**src/rtl/mhf_pkg.sv**
```systemverilog
package mhf_pkg;

    typedef enum logic [1:0] {
        ST_IDLE    = 2'd0,
        ST_COLLECT = 2'd1,
        ST_REPORT  = 2'd2
    } mhf_state_e;

    localparam int unsigned     CRC_W         = 32;
    localparam logic [CRC_W-1:0] CRC_POLY_REFL = 32'hEDB88320;
    localparam logic [CRC_W-1:0] CRC_SEED      = 32'hFFFFFFFF;

endpackage

```
**src/rtl/mhf_crc_step.sv**
```systemverilog
// One byte of the reflected CRC, least-significant bit first.
module mhf_crc_step #(
    parameter int unsigned      CW   = 32,
    parameter int unsigned      DW   = 8,
    parameter logic [CW-1:0]    POLY = 32'hEDB88320
) (
    input  logic [CW-1:0] crc_in,
    input  logic [DW-1:0] data_in,
    output logic [CW-1:0] crc_out
);

    always_comb begin
        logic [CW-1:0] acc;
        acc = crc_in ^ {{(CW-DW){1'b0}}, data_in};
        for (int k = 0; k < DW; k++) begin
            if (acc[0]) acc = (acc >> 1) ^ POLY;
            else        acc = acc >> 1;
        end
        crc_out = acc;
    end

endmodule

```
**src/rtl/mhf_cfg_regs.sv**
```systemverilog
// Live filter configuration plus the per-address snapshot.
module mhf_cfg_regs #(
    parameter int unsigned WORD_W = 32,
    parameter int unsigned NWORDS = 2,
    parameter int unsigned SEL_W  = 2
) (
    input  logic                     clk,
    input  logic                     rst_n,
    input  logic                     cfg_we,
    input  logic [SEL_W-1:0]         cfg_sel,
    input  logic [WORD_W-1:0]        cfg_wdata,
    input  logic                     snap_take,
    output logic [NWORDS*WORD_W-1:0] snap_table,
    output logic                     snap_en
);

    localparam int unsigned TBL_W = NWORDS * WORD_W;

    logic [TBL_W-1:0] live_table;
    logic             live_en;

    for (genvar w = 0; w < NWORDS; w++) begin : g_word
        logic [WORD_W-1:0] word_q;
        always_ff @(posedge clk or negedge rst_n) begin
            if (!rst_n)
                word_q <= '0;
            else if (cfg_we && cfg_sel == SEL_W'(w))
                word_q <= cfg_wdata;
        end
        assign live_table[w*WORD_W +: WORD_W] = word_q;
    end

    always_ff @(posedge clk or negedge rst_n) begin
        if (!rst_n)
            live_en <= 1'b0;
        else if (cfg_we && cfg_sel == SEL_W'(NWORDS))
            live_en <= cfg_wdata[0];
    end

    // Snapshot takes the pre-write value on the start edge.
    always_ff @(posedge clk or negedge rst_n) begin
        if (!rst_n) begin
            snap_table <= '0;
            snap_en    <= 1'b0;
        end else if (snap_take) begin
            snap_table <= live_table;
            snap_en    <= live_en;
        end
    end

endmodule

```
**src/rtl/mhf_ctrl.sv**
```systemverilog
// Address sequencer: byte counting, CRC accumulation and verdict output.
module mhf_ctrl
    import mhf_pkg::*;
#(
    parameter int unsigned ADDR_LEN  = 6,
    parameter int unsigned DW        = 8,
    parameter int unsigned HASH_BITS = 6
) (
    input  logic                 clk,
    input  logic                 rst_n,
    input  logic                 addr_start,
    input  logic                 addr_valid,
    input  logic [DW-1:0]        addr_byte,
    input  logic                 tbl_hit,
    input  logic                 grp_en,
    output logic                 snap_take,
    output logic [HASH_BITS-1:0] hash_idx,
    output logic                 dec_done,
    output logic                 dec_mcast,
    output logic                 dec_accept
);

    localparam int unsigned CNT_W = $clog2(ADDR_LEN + 1);
    localparam logic [CNT_W-1:0] LAST_CNT = CNT_W'(ADDR_LEN - 1);

    mhf_state_e       state_q, state_d;
    logic [CNT_W-1:0] cnt_q;
    logic [CRC_W-1:0] crc_q, crc_seed, crc_next;
    logic             group_q;
    logic             start_byte, cont_byte, last_byte;

    assign start_byte = addr_valid && addr_start;
    assign cont_byte  = addr_valid && !addr_start && (state_q == ST_COLLECT);
    assign last_byte  = cont_byte && (cnt_q == LAST_CNT);
    assign snap_take  = start_byte;
    assign crc_seed   = start_byte ? CRC_SEED : crc_q;

    mhf_crc_step #(
        .CW   (CRC_W),
        .DW   (DW),
        .POLY (CRC_POLY_REFL)
    ) u_step (
        .crc_in  (crc_seed),
        .data_in (addr_byte),
        .crc_out (crc_next)
    );

    // State register.
    always_ff @(posedge clk or negedge rst_n) begin
        if (!rst_n) state_q <= ST_IDLE;
        else        state_q <= state_d;
    end

    // Transitions: begin, restart, finish, chain, settle.
    always_comb begin
        state_d = state_q;
        unique case (state_q)
            ST_IDLE: begin
                if (start_byte) state_d = ST_COLLECT;
            end
            ST_COLLECT: begin
                if (start_byte)     state_d = ST_COLLECT;
                else if (last_byte) state_d = ST_REPORT;
            end
            ST_REPORT: begin
                if (start_byte) state_d = ST_COLLECT;
                else            state_d = ST_IDLE;
            end
            default: state_d = ST_IDLE;
        endcase
    end

    // Datapath registers.
    always_ff @(posedge clk or negedge rst_n) begin
        if (!rst_n) begin
            cnt_q   <= '0;
            crc_q   <= CRC_SEED;
            group_q <= 1'b0;
        end else if (start_byte) begin
            cnt_q   <= CNT_W'(1);
            crc_q   <= crc_next;
            group_q <= addr_byte[0];
        end else if (cont_byte) begin
            cnt_q   <= cnt_q + CNT_W'(1);
            crc_q   <= crc_next;
        end
    end

    // Final inversion folded into the index tap.
    assign hash_idx = ~crc_q[CRC_W-1 -: HASH_BITS];

    // Outputs.
    always_comb begin
        dec_done   = 1'b0;
        dec_mcast  = 1'b0;
        dec_accept = 1'b0;
        unique case (state_q)
            ST_REPORT: begin
                dec_done   = 1'b1;
                dec_mcast  = group_q;
                dec_accept = group_q && grp_en && tbl_hit;
            end
            ST_IDLE, ST_COLLECT: begin
                dec_done = 1'b0;
            end
            default: dec_done = 1'b0;
        endcase
    end

endmodule

```
**src/rtl/mcast_hash_filter.sv**
```systemverilog
module mcast_hash_filter #(
    parameter int unsigned ADDR_LEN  = 6,
    parameter int unsigned HASH_BITS = 6,
    parameter int unsigned WORD_W    = 32
) (
    input  logic                                              clk,
    input  logic                                              rst_n,
    input  logic                                              addr_start,
    input  logic                                              addr_valid,
    input  logic [7:0]                                        addr_byte,
    input  logic                                              cfg_we,
    input  logic [$clog2(((1 << HASH_BITS) / WORD_W) + 1)-1:0] cfg_sel,
    input  logic [WORD_W-1:0]                                 cfg_wdata,
    output logic                                              dec_done,
    output logic                                              dec_mcast,
    output logic                                              dec_accept
);

    localparam int unsigned BYTE_W = 8;
    localparam int unsigned TBL_W  = 1 << HASH_BITS;
    localparam int unsigned NWORDS = TBL_W / WORD_W;
    localparam int unsigned SEL_W  = $clog2(NWORDS + 1);

    logic [TBL_W-1:0]     snap_table;
    logic                 snap_en;
    logic                 snap_take;
    logic [HASH_BITS-1:0] hash_idx;
    logic                 tbl_hit;

    mhf_cfg_regs #(
        .WORD_W (WORD_W),
        .NWORDS (NWORDS),
        .SEL_W  (SEL_W)
    ) u_cfg (
        .clk        (clk),
        .rst_n      (rst_n),
        .cfg_we     (cfg_we),
        .cfg_sel    (cfg_sel),
        .cfg_wdata  (cfg_wdata),
        .snap_take  (snap_take),
        .snap_table (snap_table),
        .snap_en    (snap_en)
    );

    // Upper index bits select the word, lower bits the bit within it.
    assign tbl_hit = snap_table[hash_idx];

    mhf_ctrl #(
        .ADDR_LEN  (ADDR_LEN),
        .DW        (BYTE_W),
        .HASH_BITS (HASH_BITS)
    ) u_ctrl (
        .clk        (clk),
        .rst_n      (rst_n),
        .addr_start (addr_start),
        .addr_valid (addr_valid),
        .addr_byte  (addr_byte),
        .tbl_hit    (tbl_hit),
        .grp_en     (snap_en),
        .snap_take  (snap_take),
        .hash_idx   (hash_idx),
        .dec_done   (dec_done),
        .dec_mcast  (dec_mcast),
        .dec_accept (dec_accept)
    );

endmodule

```
**config.mk**
```make
export PLATFORM = sky130hd
export DESIGN_NAME = mcast_hash_filter
export DESIGN_NICKNAME = d
export VERILOG_FILES = /design/src/rtl/mhf_pkg.sv /design/src/rtl/mhf_crc_step.sv /design/src/rtl/mhf_cfg_regs.sv /design/src/rtl/mhf_ctrl.sv /design/src/rtl/mcast_hash_filter.sv
export SDC_FILE = /design/constraint.sdc
export NUM_CORES = 1
export LEC_CHECK = 0
export BUFFER_PORTS_ARGS = -buffer_cell sky130_fd_sc_hd__buf_4
export CAP_MARGIN = 25
export CORE_MARGIN = 3
export CORE_UTILIZATION = 40
export DETAILED_ROUTE_END_ITERATION = 16
export PLACE_DENSITY = 0.6
export SLEW_MARGIN = 20
export SYNTH_ARGS = -nofsm -noshare
export SYNTH_HDL_FRONTEND = slang
export SYNTH_SLANG_ARGS = --single-unit
```
**constraint.sdc**
```tcl
create_clock -name clk -period 5.5 [get_ports clk]
set_input_delay 1.1 -clock clk [delete_from_list [all_inputs] [get_ports clk]]
set_output_delay 1.1 -clock clk [all_outputs]
set_load 0.1 [all_outputs]
```
# Word-level counts from Yosys, hierarchy flattened
# Cells that the tools add are included.
[classes]
n_mux = 23
order_cmp = 1
eq_ne = 7
n_reduce_logical = 14
n_mul = 0
shifts = 0
n_bitwise = 10
addsub = 1
n_div = 0
[op_table]
columns = ["operator", "count"]
rows = [
  ["$mux W32", 11],
  ["$not A13 Y14", 8],
  ["$xor A32 B8 Y32", 1],
  ["$logic_and A1 B1 Y1", 9],
  ["$lt A6 B7 Y1 const B", 1],
  ["$bmux W1 S6", 1],
  ["$mux W2", 3],
  ["$mux W3", 2],
  ["$not A6 Y6", 1],
  ["$pmux W2 S3", 1],
  ["$mux W1", 5],
  ["$eq A2 B1 Y1 const B", 2],
  ["$eq A2 B2 Y1 const B", 2],
  ["$logic_not A2 Y1", 2],
  ["$add A3 B1 Y3 const B", 1],
  ["$eq A3 B3 Y1 const B", 1],
  ["$ne A3 B1 Y1 const B", 1],
  ["$ne A2 B1 Y1 const B", 1],
  ["$reduce_and A2 Y1", 1],
  ["$reduce_bool A2 Y1", 1],
  ["$logic_not A1 Y1", 1],
]
[totals]
out_inout_bits = 3
mem_bits_rw = 0
mem_count = 0
input_bits = 47
romBits = 0
ff_bits = 168
latch_bits = 0

# Depth between registers and ports, before layout
# Gate-level depths: netlist of run 1.
[depth]
word_depth = 21
ltp_mapped = 9
depth_no_buf = 7

# By module
# Synthesis of run 1 repeated with hierarchy kept, for this count alone.
[hier_totals]
hier_cells = 542
hier_area_um2 = 8329.2
[by_module_without_submodules]
columns = ["module", "cells_each", "instances", "area_per_inst_um2", "seq_area_each_um2"]
rows = [
  ["mhf_cfg_regs", 276, 1, 4853.4, 3253.1],
  ["mhf_ctrl", 140, 1, 1920.6, 991.0],
  ["mhf_crc_step", 64, 1, 954.7, 0.0],
  ["mcast_hash_filter", 62, 1, 600.6, 0.0],
]

# Worst setup path after synthesis of run 1
# OpenSTA, ideal clock, no wires.
[synth_timing]
path_kind = "register -> output"
start = "register u_ctrl.state_q[0]"
end = "output dec_accept"
setup_slack_ps = -657
t_required_ps = 4400
arrival_ps = 5057
path_stages_with_launch = 5
path_cell_list = "dfrtp_1 -> nor2b_1 -> and2_1 -> nand2_1 -> a211oi_1"
[synth_via]
elab_chain_cells = 2
[synth_rtl]
columns = ["element", "line", "rtl"]
rows = [
  ["start: declaration", "mhf_ctrl.sv:26", "mhf_state_e state_q, state_d;"],
  ["start signal: assignment", "mhf_ctrl.sv:51", "else state_q <= state_d;"],
  ["$eq A2 B2 Y1", "mhf_ctrl.sv:97", "unique case (state_q)"],
  ["$mux W1", "mhf_ctrl.sv:97", ""],
  ["end: declaration", "mcast_hash_filter.sv:16", "output logic dec_accept"],
]
# No other way between the ends.

# Worst setup path in the final report of run 1
[layout_timing]
start = "register u_ctrl.crc_q[26]"
end = "output dec_accept"
[layout_via]
elab_chain_cells = 5
[layout_rtl]
columns = ["element", "line", "rtl"]
rows = [
  ["start: declaration", "mhf_ctrl.sv:28", "logic [CRC_W-1:0] crc_q, crc_seed, crc_next;"],
  ["start signal: assignment", "mhf_ctrl.sv:81", "crc_q <= crc_next;"],
  ["start signal: assignment", "mhf_ctrl.sv:85", "crc_q <= crc_next;"],
  ["$not A6 Y6", "mhf_ctrl.sv:90", "assign hash_idx = ~crc_q[CRC_W-1 -: HASH_BITS];"],
  ["$bmux W1 S6", "mcast_hash_filter.sv:46", "assign tbl_hit = snap_table[hash_idx];"],
  ["$mux W1 (not written as such)", "mcast_hash_filter.sv:46", ""],
  ["$logic_and A1 B1 Y1", "mhf_ctrl.sv:101", "dec_accept = group_q && grp_en && tbl_hit;"],
  ["$mux W1", "mhf_ctrl.sv:97", ""],
]
# No other way between the ends. The select of a mux whose other input is x is not followed.

==> results of run 1 <==
==> area by class of cell <==
class | instances | area (sq um)
Clock inverter | 10 | 132.6
Fill cell | 1773 | 9948
Tap cell | 260 | 325.3
Multi-Input combinational cell | 511 | 3465
Sequential cell | 168 | 4244
Timing Repair Buffer | 57 | 431.7
Clock buffer | 21 | 460.4
Inverter | 3 | 11.26
==> kinds of logic after synthesis <==
group	share of synthesized area [%]
and+or+nand+nor	13.85
adders and majority gates	0.3180
muxes	13.88
DFF	53.94
AOI/OAI and AO/OA	6.885
xor gates and xnor gates	8.904
buffers and inverters	2.226
==> metal layers <==
metal / GRT usage, % / vias up / share of wire, % / wire, microns
met3: 3.507 / 9 / 3.2 / 544
met1: 22.38 / 2653 / 46 / 7792
met4: 3.622 / 0 / 0.62 / 105
met5: 0 / - / 0 / 0
li1: - / 2490 / - / -
met2: 28.25 / 83 / 50 / 8444
==> worst max-delay path: cells and delay by family, from the launching register on <==
family          cells  cell delay [ns]
buf+inv             1             0.24
flops               1             0.91
mux                 1             0.58
compound gates      3             0.64
simple gates        1             0.09
==> state kept, by name (all words and copies together), names as in the netlist <==
register and flops:
u_cfg.snap_en 1, u_ctrl.state_q 2, u_ctrl.crc_q 32, u_ctrl.group_q 1, u_cfg.live_en 1, u_cfg.g_word.word_q 64, u_ctrl.cnt_q 3, u_cfg.snap_table 64
==> stage by stage <==
step | util, % | setup slack (ns) | instance area (sq um) | instances | power, mW
floorplan | - | 0.2824 | 7874 | 722 | 3.441
detailed placement | 44.57 | 1.904 | 8477 | 999 | 3.879
global placement | 44.57 | 1.928 | 8477 | 999 | 3.813
global route | 47.69 | 1.327 | 9070 | 1030 | 5.439
CTS | 47.69 | 1.433 | 9070 | 1030 | 5.119
finish | 47.69 | 1.509 | 9070 | 1030 | 5.067
==> how the worst max path moves through the flow <==
stage,start,end,slack (ns),depth (start not counted)
CTS,u_ctrl.crc_q[26],dec_accept,1.43,6
finish,u_ctrl.crc_q[26],dec_accept,1.51,6
detailed placement,u_ctrl.crc_q[26],dec_accept,1.90,6
floorplan,u_ctrl.state_q[0],dec_accept,0.28,4
global route,u_ctrl.crc_q[26],dec_accept,1.33,6
global placement,u_ctrl.crc_q[26],dec_accept,1.93,6
==> placed cells by master (no fill, tap or decap), types with 17 or more instances in the layout <==
cell,instances
a22oi_1,21
dfstp_2,32
nor2_1,32
clkbuf_16,17
mux2_2,65
xor2_1,19
a21oi_1,33
buf_4,56
nand2_1,221
dfrtp_1,136
xnor2_1,31
==> power breakdown <==
group	internal, mW	leakage (nW)	switching [mW]
registers	1.66	1.99	0.309
clock network	0.704	0.291	0.508
logic	0.932	1.79	0.950
==> impl_results.md, run 1 <==
- RSZ-0062 raised after global routing: no
- Pin count of the biggest net entering global routing: 80
- Initial Utilization: 41.38%
- Max Cap Viol: 0
- Max incr delay on CP: 0.91 ns
- Distinct cell type count after synthesis: 37
- Hold Violations, Final: 0
- Critical path class: flip-flop to output port
- DRC viols: 0
- Mapped Area: 7869 sq um
- HP Class: flip-flop to flip-flop
- WL/cell: 16.40 microns
- Port bufs: 49
- Reg clk slew, reported paths: 0.07 ns
- Fin crit period: 3.991 ns
- Postcts setup bufs: 0
- Post-CTS Hold Buffers: 0
- Slowest stage cell, crit path: dfstp_2
- Largest cells by area after synthesis: dfrtp_1 (43%), dfstp_2 (11%), nand2_1 (11%)
- Post-route ant nets: 0
- TritonCTS clock tree: yes
- Layout net count: 807
- Full die area: 21390 sq um
- Setup crit end kind: output port
- Sink Count: 168
- CTS root buffer: clkbuf_16
- WP data arrival: 2.89 ns
- R2R setup slack: 3.22 ns
- Post-DP HPWL: 11260 microns
- H-Tree Depth: 4
- Std-Cell Core Area: 19020 sq um
- PostCTS Resize Cnt: 0
- Worst-path cell chain: mux4_2 -> a22oi_1 -> nand2_1 -> a211oi_1 -> a211oi_2 -> buf_4
- Worst r2r src: u_ctrl.crc_q[3]
- Max-Slew Margin vs Limit: 43.07%
- Primary FF master, synth: dfrtp_1
- First-pass GRT wire length: 29050 microns
- Drt initial violations: 330
- Cells after synthesis: 722
- Die Width: 146.3 microns
- Vias per inst: 5.083
- Power Density: 558.6 nW/um^2
- Worst r2r dst: u_ctrl.crc_q[23]
- Grt total ovfl: 0
- P_leak: 4.073 nW
- Clk_skew: 0.008983 ns
- Fin. max-slew vios: 0
- Max rail drop VDD: 0.3195 mV
- Hold depth: 2
- FF+latch count, synth: 168
- CP Launch Type: flip-flop
- Area leader, netlist: dfrtp_1
- DRT Pass-1 Iters: 5
- Yosys top cell area share: 43.25%
- Initial antenna violation count: 0
- Die Height: 146.3 microns
- Num rows: 50
- YS warnings: 0
- Part of the Yosys area used for sequential elements: 53.94%
- Most numerous cell in the Yosys netlist: nand2_1
- CTS buffer count: 17
- Drt total wl: 16890 microns
- Global placement routability congestion: 0.8108
- Maximum clock frequency: 250.6 MHz
- Number of global-route vias before repair: 5633
- Most frequent cells after synthesis: nand2_1 (222), dfrtp_1 (136), mux2_2 (65)
- Layout cells sized above 1: 28.44%
- R2R depth: 7
- Hold_sp: u_cfg.g_word[0].word_q[31]
- Status: finished, final reports clean
- GRT Overall Usage: 16.71%
- Worst Tran Pin Value: 0.8508 ns
- Worst hold endpoint: u_cfg.snap_table[31]
- CP max FO: 18
- Post-synth ARST share: 100.0%
- Net Count, Synth: 771
- Via count: 5235
- Number of synthesized flops with an enable pin: 0
- Ant diodes: 0
- Area Overhead vs Synth: 15.26%
- Setup violations, final: 0
- Req. time, crit path: 4.40 ns
- Skew-Pair Late Insertion Delay: 0.42 ns
- Final Cycle Share: 72.56%
- Syn_area_per_cell: 10.90 sq um
- I/O pins: 50
- Longest Clk Path Bufs: 2
- Final setup TNS: 0 ns
- Hold_ws: 0.4655 ns
(Power assumes the default switching activity.)
==> run 2, diff against run 1 <==
--- a/config.mk
+++ b/config.mk
@@ -10,7 +10,7 @@
 export CORE_MARGIN = 3
 export CORE_UTILIZATION = 40
 export DETAILED_ROUTE_END_ITERATION = 16
-export PLACE_DENSITY = 0.6
+export PLACE_DENSITY = 0.63
 export SLEW_MARGIN = 20
 export SYNTH_ARGS = -nofsm -noshare
 export SYNTH_HDL_FRONTEND = slang
==> constraint.sdc (replaced) <==
create_clock -name clk -period 3.45 [get_ports clk]
set_input_delay 0.69 -clock clk [delete_from_list [all_inputs] [get_ports clk]]
set_output_delay 0.69 -clock clk [all_outputs]
set_load 0.1 [all_outputs]
==> run 2 against run 1 <==
Non-clock buffer count rose by 14; first-iteration DRC count up 1.5%; clock power grew 69%; via count rose by 0.17%; count of clock-buffer cells in the layout is 4 lower; critical path type unchanged; setup slack worse by 1.4 ns; largest cell class unchanged; combinational power rose by 71%; core utilization grew 1.2 points; power grew 65%; die area unchanged; register-to-register slack got worse by 2.0 ns.
==> impl_results.md, run 2 (synthesis gave the netlist of run 1 again) <==
- First-pass GRT wire length: 28610 microns (-1.5%)
- Area Overhead vs Synth: 18.13%
- Worst r2r src: u_ctrl.crc_q[3]
- FF/Latch Area: 4248 sq um (about the same)
- R2R depth: 7 (unchanged)
- Pre-CTS WS: 0.2235 ns (-1.680 ns)
- Post-route ant nets: 0 (unchanged)
- Maximum clock frequency: 297.8 MHz
- Footprint of the multi-input gates: 3495 sq um (+0.87%)
- Global placement routability congestion: 0.7937 (-2.1%)
- Num rows: 50 (unchanged)
- Reg clk slew, reported paths: 0.07 ns (about the same)
- Worst r2r dst: u_ctrl.crc_q[20]
- Drt initial violations: 335 (+1.5%)
- DRT Pass-1 Iters: 5 (unchanged)
- Pint: 5.429 mW (+64%)
- Final Util: 48.88% (+1.2 points)
- Comb power frac: 38.4% (+1.3 points)
- Switching part of the total: 35.17% (+0.31 points)
- Full die area: 21390 sq um (unchanged)
- Pin count of the biggest net entering global routing: 89 (+11%)
- Initial antenna violation count: 0 (unchanged)
- CTS root buffer: clkbuf_16
- Std-Cell Core Area: 19020 sq um (unchanged)
- Initial Utilization: 41.38% (unchanged)
- Max rail drop VDD: 0.4474 mV (+40%)
- Final Cycle Share: 97.33%
- HP Class: primary input to asynchronous set/reset pin
- Post-DP HPWL: 11210 microns (-0.41%)
- Via count: 5244 (+0.17%)
- Worst-path cell chain: buf_12 -> mux4_2 -> a22oi_2 -> nand2_1 -> a211oi_2 -> a211oi_4 -> buf_6
- Critical path launch point: u_ctrl.crc_q[26]
- Max incr delay on CP: 0.66 ns (-0.25 ns)
- DRC viols: 0 (unchanged)
- Clock power share: 24.4% (+0.5 points)
- I/O pins: 50 (unchanged)
- Max-Slew Margin vs Limit: 44.55% (+1.5 points)
- Final setup margin: 0.09210 ns (-1.417 ns)
- P_leak: 4.176 nW (+2.5%)
- Die Height: 146.3 microns (unchanged)
- Port bufs: 49 (unchanged)
- Skew-Pair Late Insertion Delay: 0.43 ns (about the same)
- Layout cells sized above 1: 30.70% (+2.3 points)
- Status: finished, final reports clean
- Fin crit period: 3.358 ns
- Placed cell count: 1008 (+0.90%)
- R2R setup slack: 1.24 ns (-1.98 ns)
- Largest regs: u_cfg.g_word.word_q x64, u_cfg.snap_table x64, u_ctrl.crc_q x32
- Final std cells w/o fill: 1045 (+1.5%)
- Die Width: 146.3 microns (unchanged)
- Longest Clk Path Bufs: 2 (unchanged)
- Clk_skew: 0.009010 ns (+0.00002672 ns)
- Net Switching: 2.945 mW (+67%)
- Post-Place Cell Area: 8573 sq um (+1.1%)
- Fin. max-slew vios: 0 (unchanged)
- Sequential share of power: 37.1% (-1.8 points)
- CP max FO: 9 (-9)
- Most frequent cells in the layout: nand2_1 (221), dfrtp_1 (136), buf_4 (66)
- Sink Count: 168 (unchanged)
- Req. time, crit path: 2.76 ns (-1.64 ns)
- Slowest stage cell, crit path: dfstp_4
- H-Tree Depth: 4 (unchanged)
- Setup crit end kind: output port
- CTS buffer count: 17 (unchanged)
- Layout net count: 821 (+1.7%)
- Setup violations, final: 0 (unchanged)
- Power Density: 900.8 nW/um^2 (+61%)
- Grt total ovfl: 0 (unchanged)
- Worst Tran Pin Value: 0.8293 ns (-0.02151 ns)
- Hold Violations, Final: 0 (unchanged)
- WL/cell: 16.28 microns (-0.73%)
- Commonest non-fill, non-tap cell in the layout: nand2_1
- WP data arrival: 2.67 ns (-0.22 ns)
- Post-CTS Hold Buffers: 0 (unchanged)
- Vias per inst: 5.018 (-1.3%)
- Number of filler cells placed in the layout: 1778 (+0.28%)
- Drt total wl: 17010 microns (+0.72%)
- Max Cap Viol: 0 (unchanged)
- Number of global-route vias before repair: 5381 (-4.5%)
- CP Launch Type: flip-flop
- GRT Overall Usage: 16.57% (-0.14 points)
- Ant diodes: 0 (unchanged)
- Critical path class: flip-flop to output port
- TritonCTS clock tree: yes
- Final instance area: 9295 sq um (+2.5%)
[run 2: cell count changes in the layout (fill, tap and decap cells not counted), moves of 2 or more]
cell and change:
inv_8 +2, clkbuf_8 -2, clkbuf_1 -2, buf_12 +3, clkinv_8 +2, buf_4 +10, inv_6 -2
[run 2: critical path: cells and delay by family, from the launching register on]
| family | cells | cell delay (ns) |
|---|---|---|
| buf+inv | 2 | 0.34 |
| compound gates | 3 | 0.63 |
| flops | 1 | 0.66 |
| mux | 1 | 0.51 |
| simple gates | 1 | 0.10 |
[run 2: final cells by class]
type	instances	area share, %
clock inverter	15	2.288
inverter	3	0.1211
tap	260	3.500
multi-input combinational	511	37.60
timing repair buffer	71	6.219
sequential	168	45.70
clock buffer	17	4.577
[run 2: how the worst max path moves through the flow]
stage	endpoint	slack (ns)	depth (start not counted)
6_report	dec_accept	0.09	7
2_1_floorplan	dec_accept	0.18	7
3_3_place_gp	dec_accept	0.26	6
4_1_cts	dec_accept	0.04	7
3_5_place_dp	dec_accept	0.22	6
5_1_grt	dec_accept	-0.004	8
[run 2: what timing repair did]
action                                  4_1_cts  5_1_grt
pin swaps                                     0        1
hold endpoints to repair                      0        0
buffers inserted                              5        0
resized for setup                             2        3
endpoints found under the setup margin        1        1
[run 2: layer usage]
| metal | global-route usage [%] | up-vias | part of all wire, % |
|---|---|---|---|
| met1 | 23.90 | 2628 | 48 |
| met3 | 3.849 | 8 | 3.0 |
| li1 | - | 2522 | - |
| met2 | 25.84 | 86 | 48 |
| met4 | 3.481 | 0 | 0.65 |
| met5 | 0 | - | 0 |
[run 2: metrics by stage]
step                hold WS (ns)  power (mW)   TNS [ns]
floorplan                 0.3944       5.500          0
global placement          0.4451       6.164          0
detailed placement        0.4510       6.234          0
CTS                       0.3519       8.411          0
global route              0.3787       8.938  -0.004382
finish                    0.3042       8.374          0
[run 2: power groups by stage]
stage,sequential [mW],combinational [mW],clock [mW]
floorplan,2.92,2.58,0
global placement,3.16,3.01,0
detailed placement,3.17,3.06,0
CTS,3.10,3.22,2.09
global route,3.17,3.58,2.18
finish,3.11,3.22,2.04
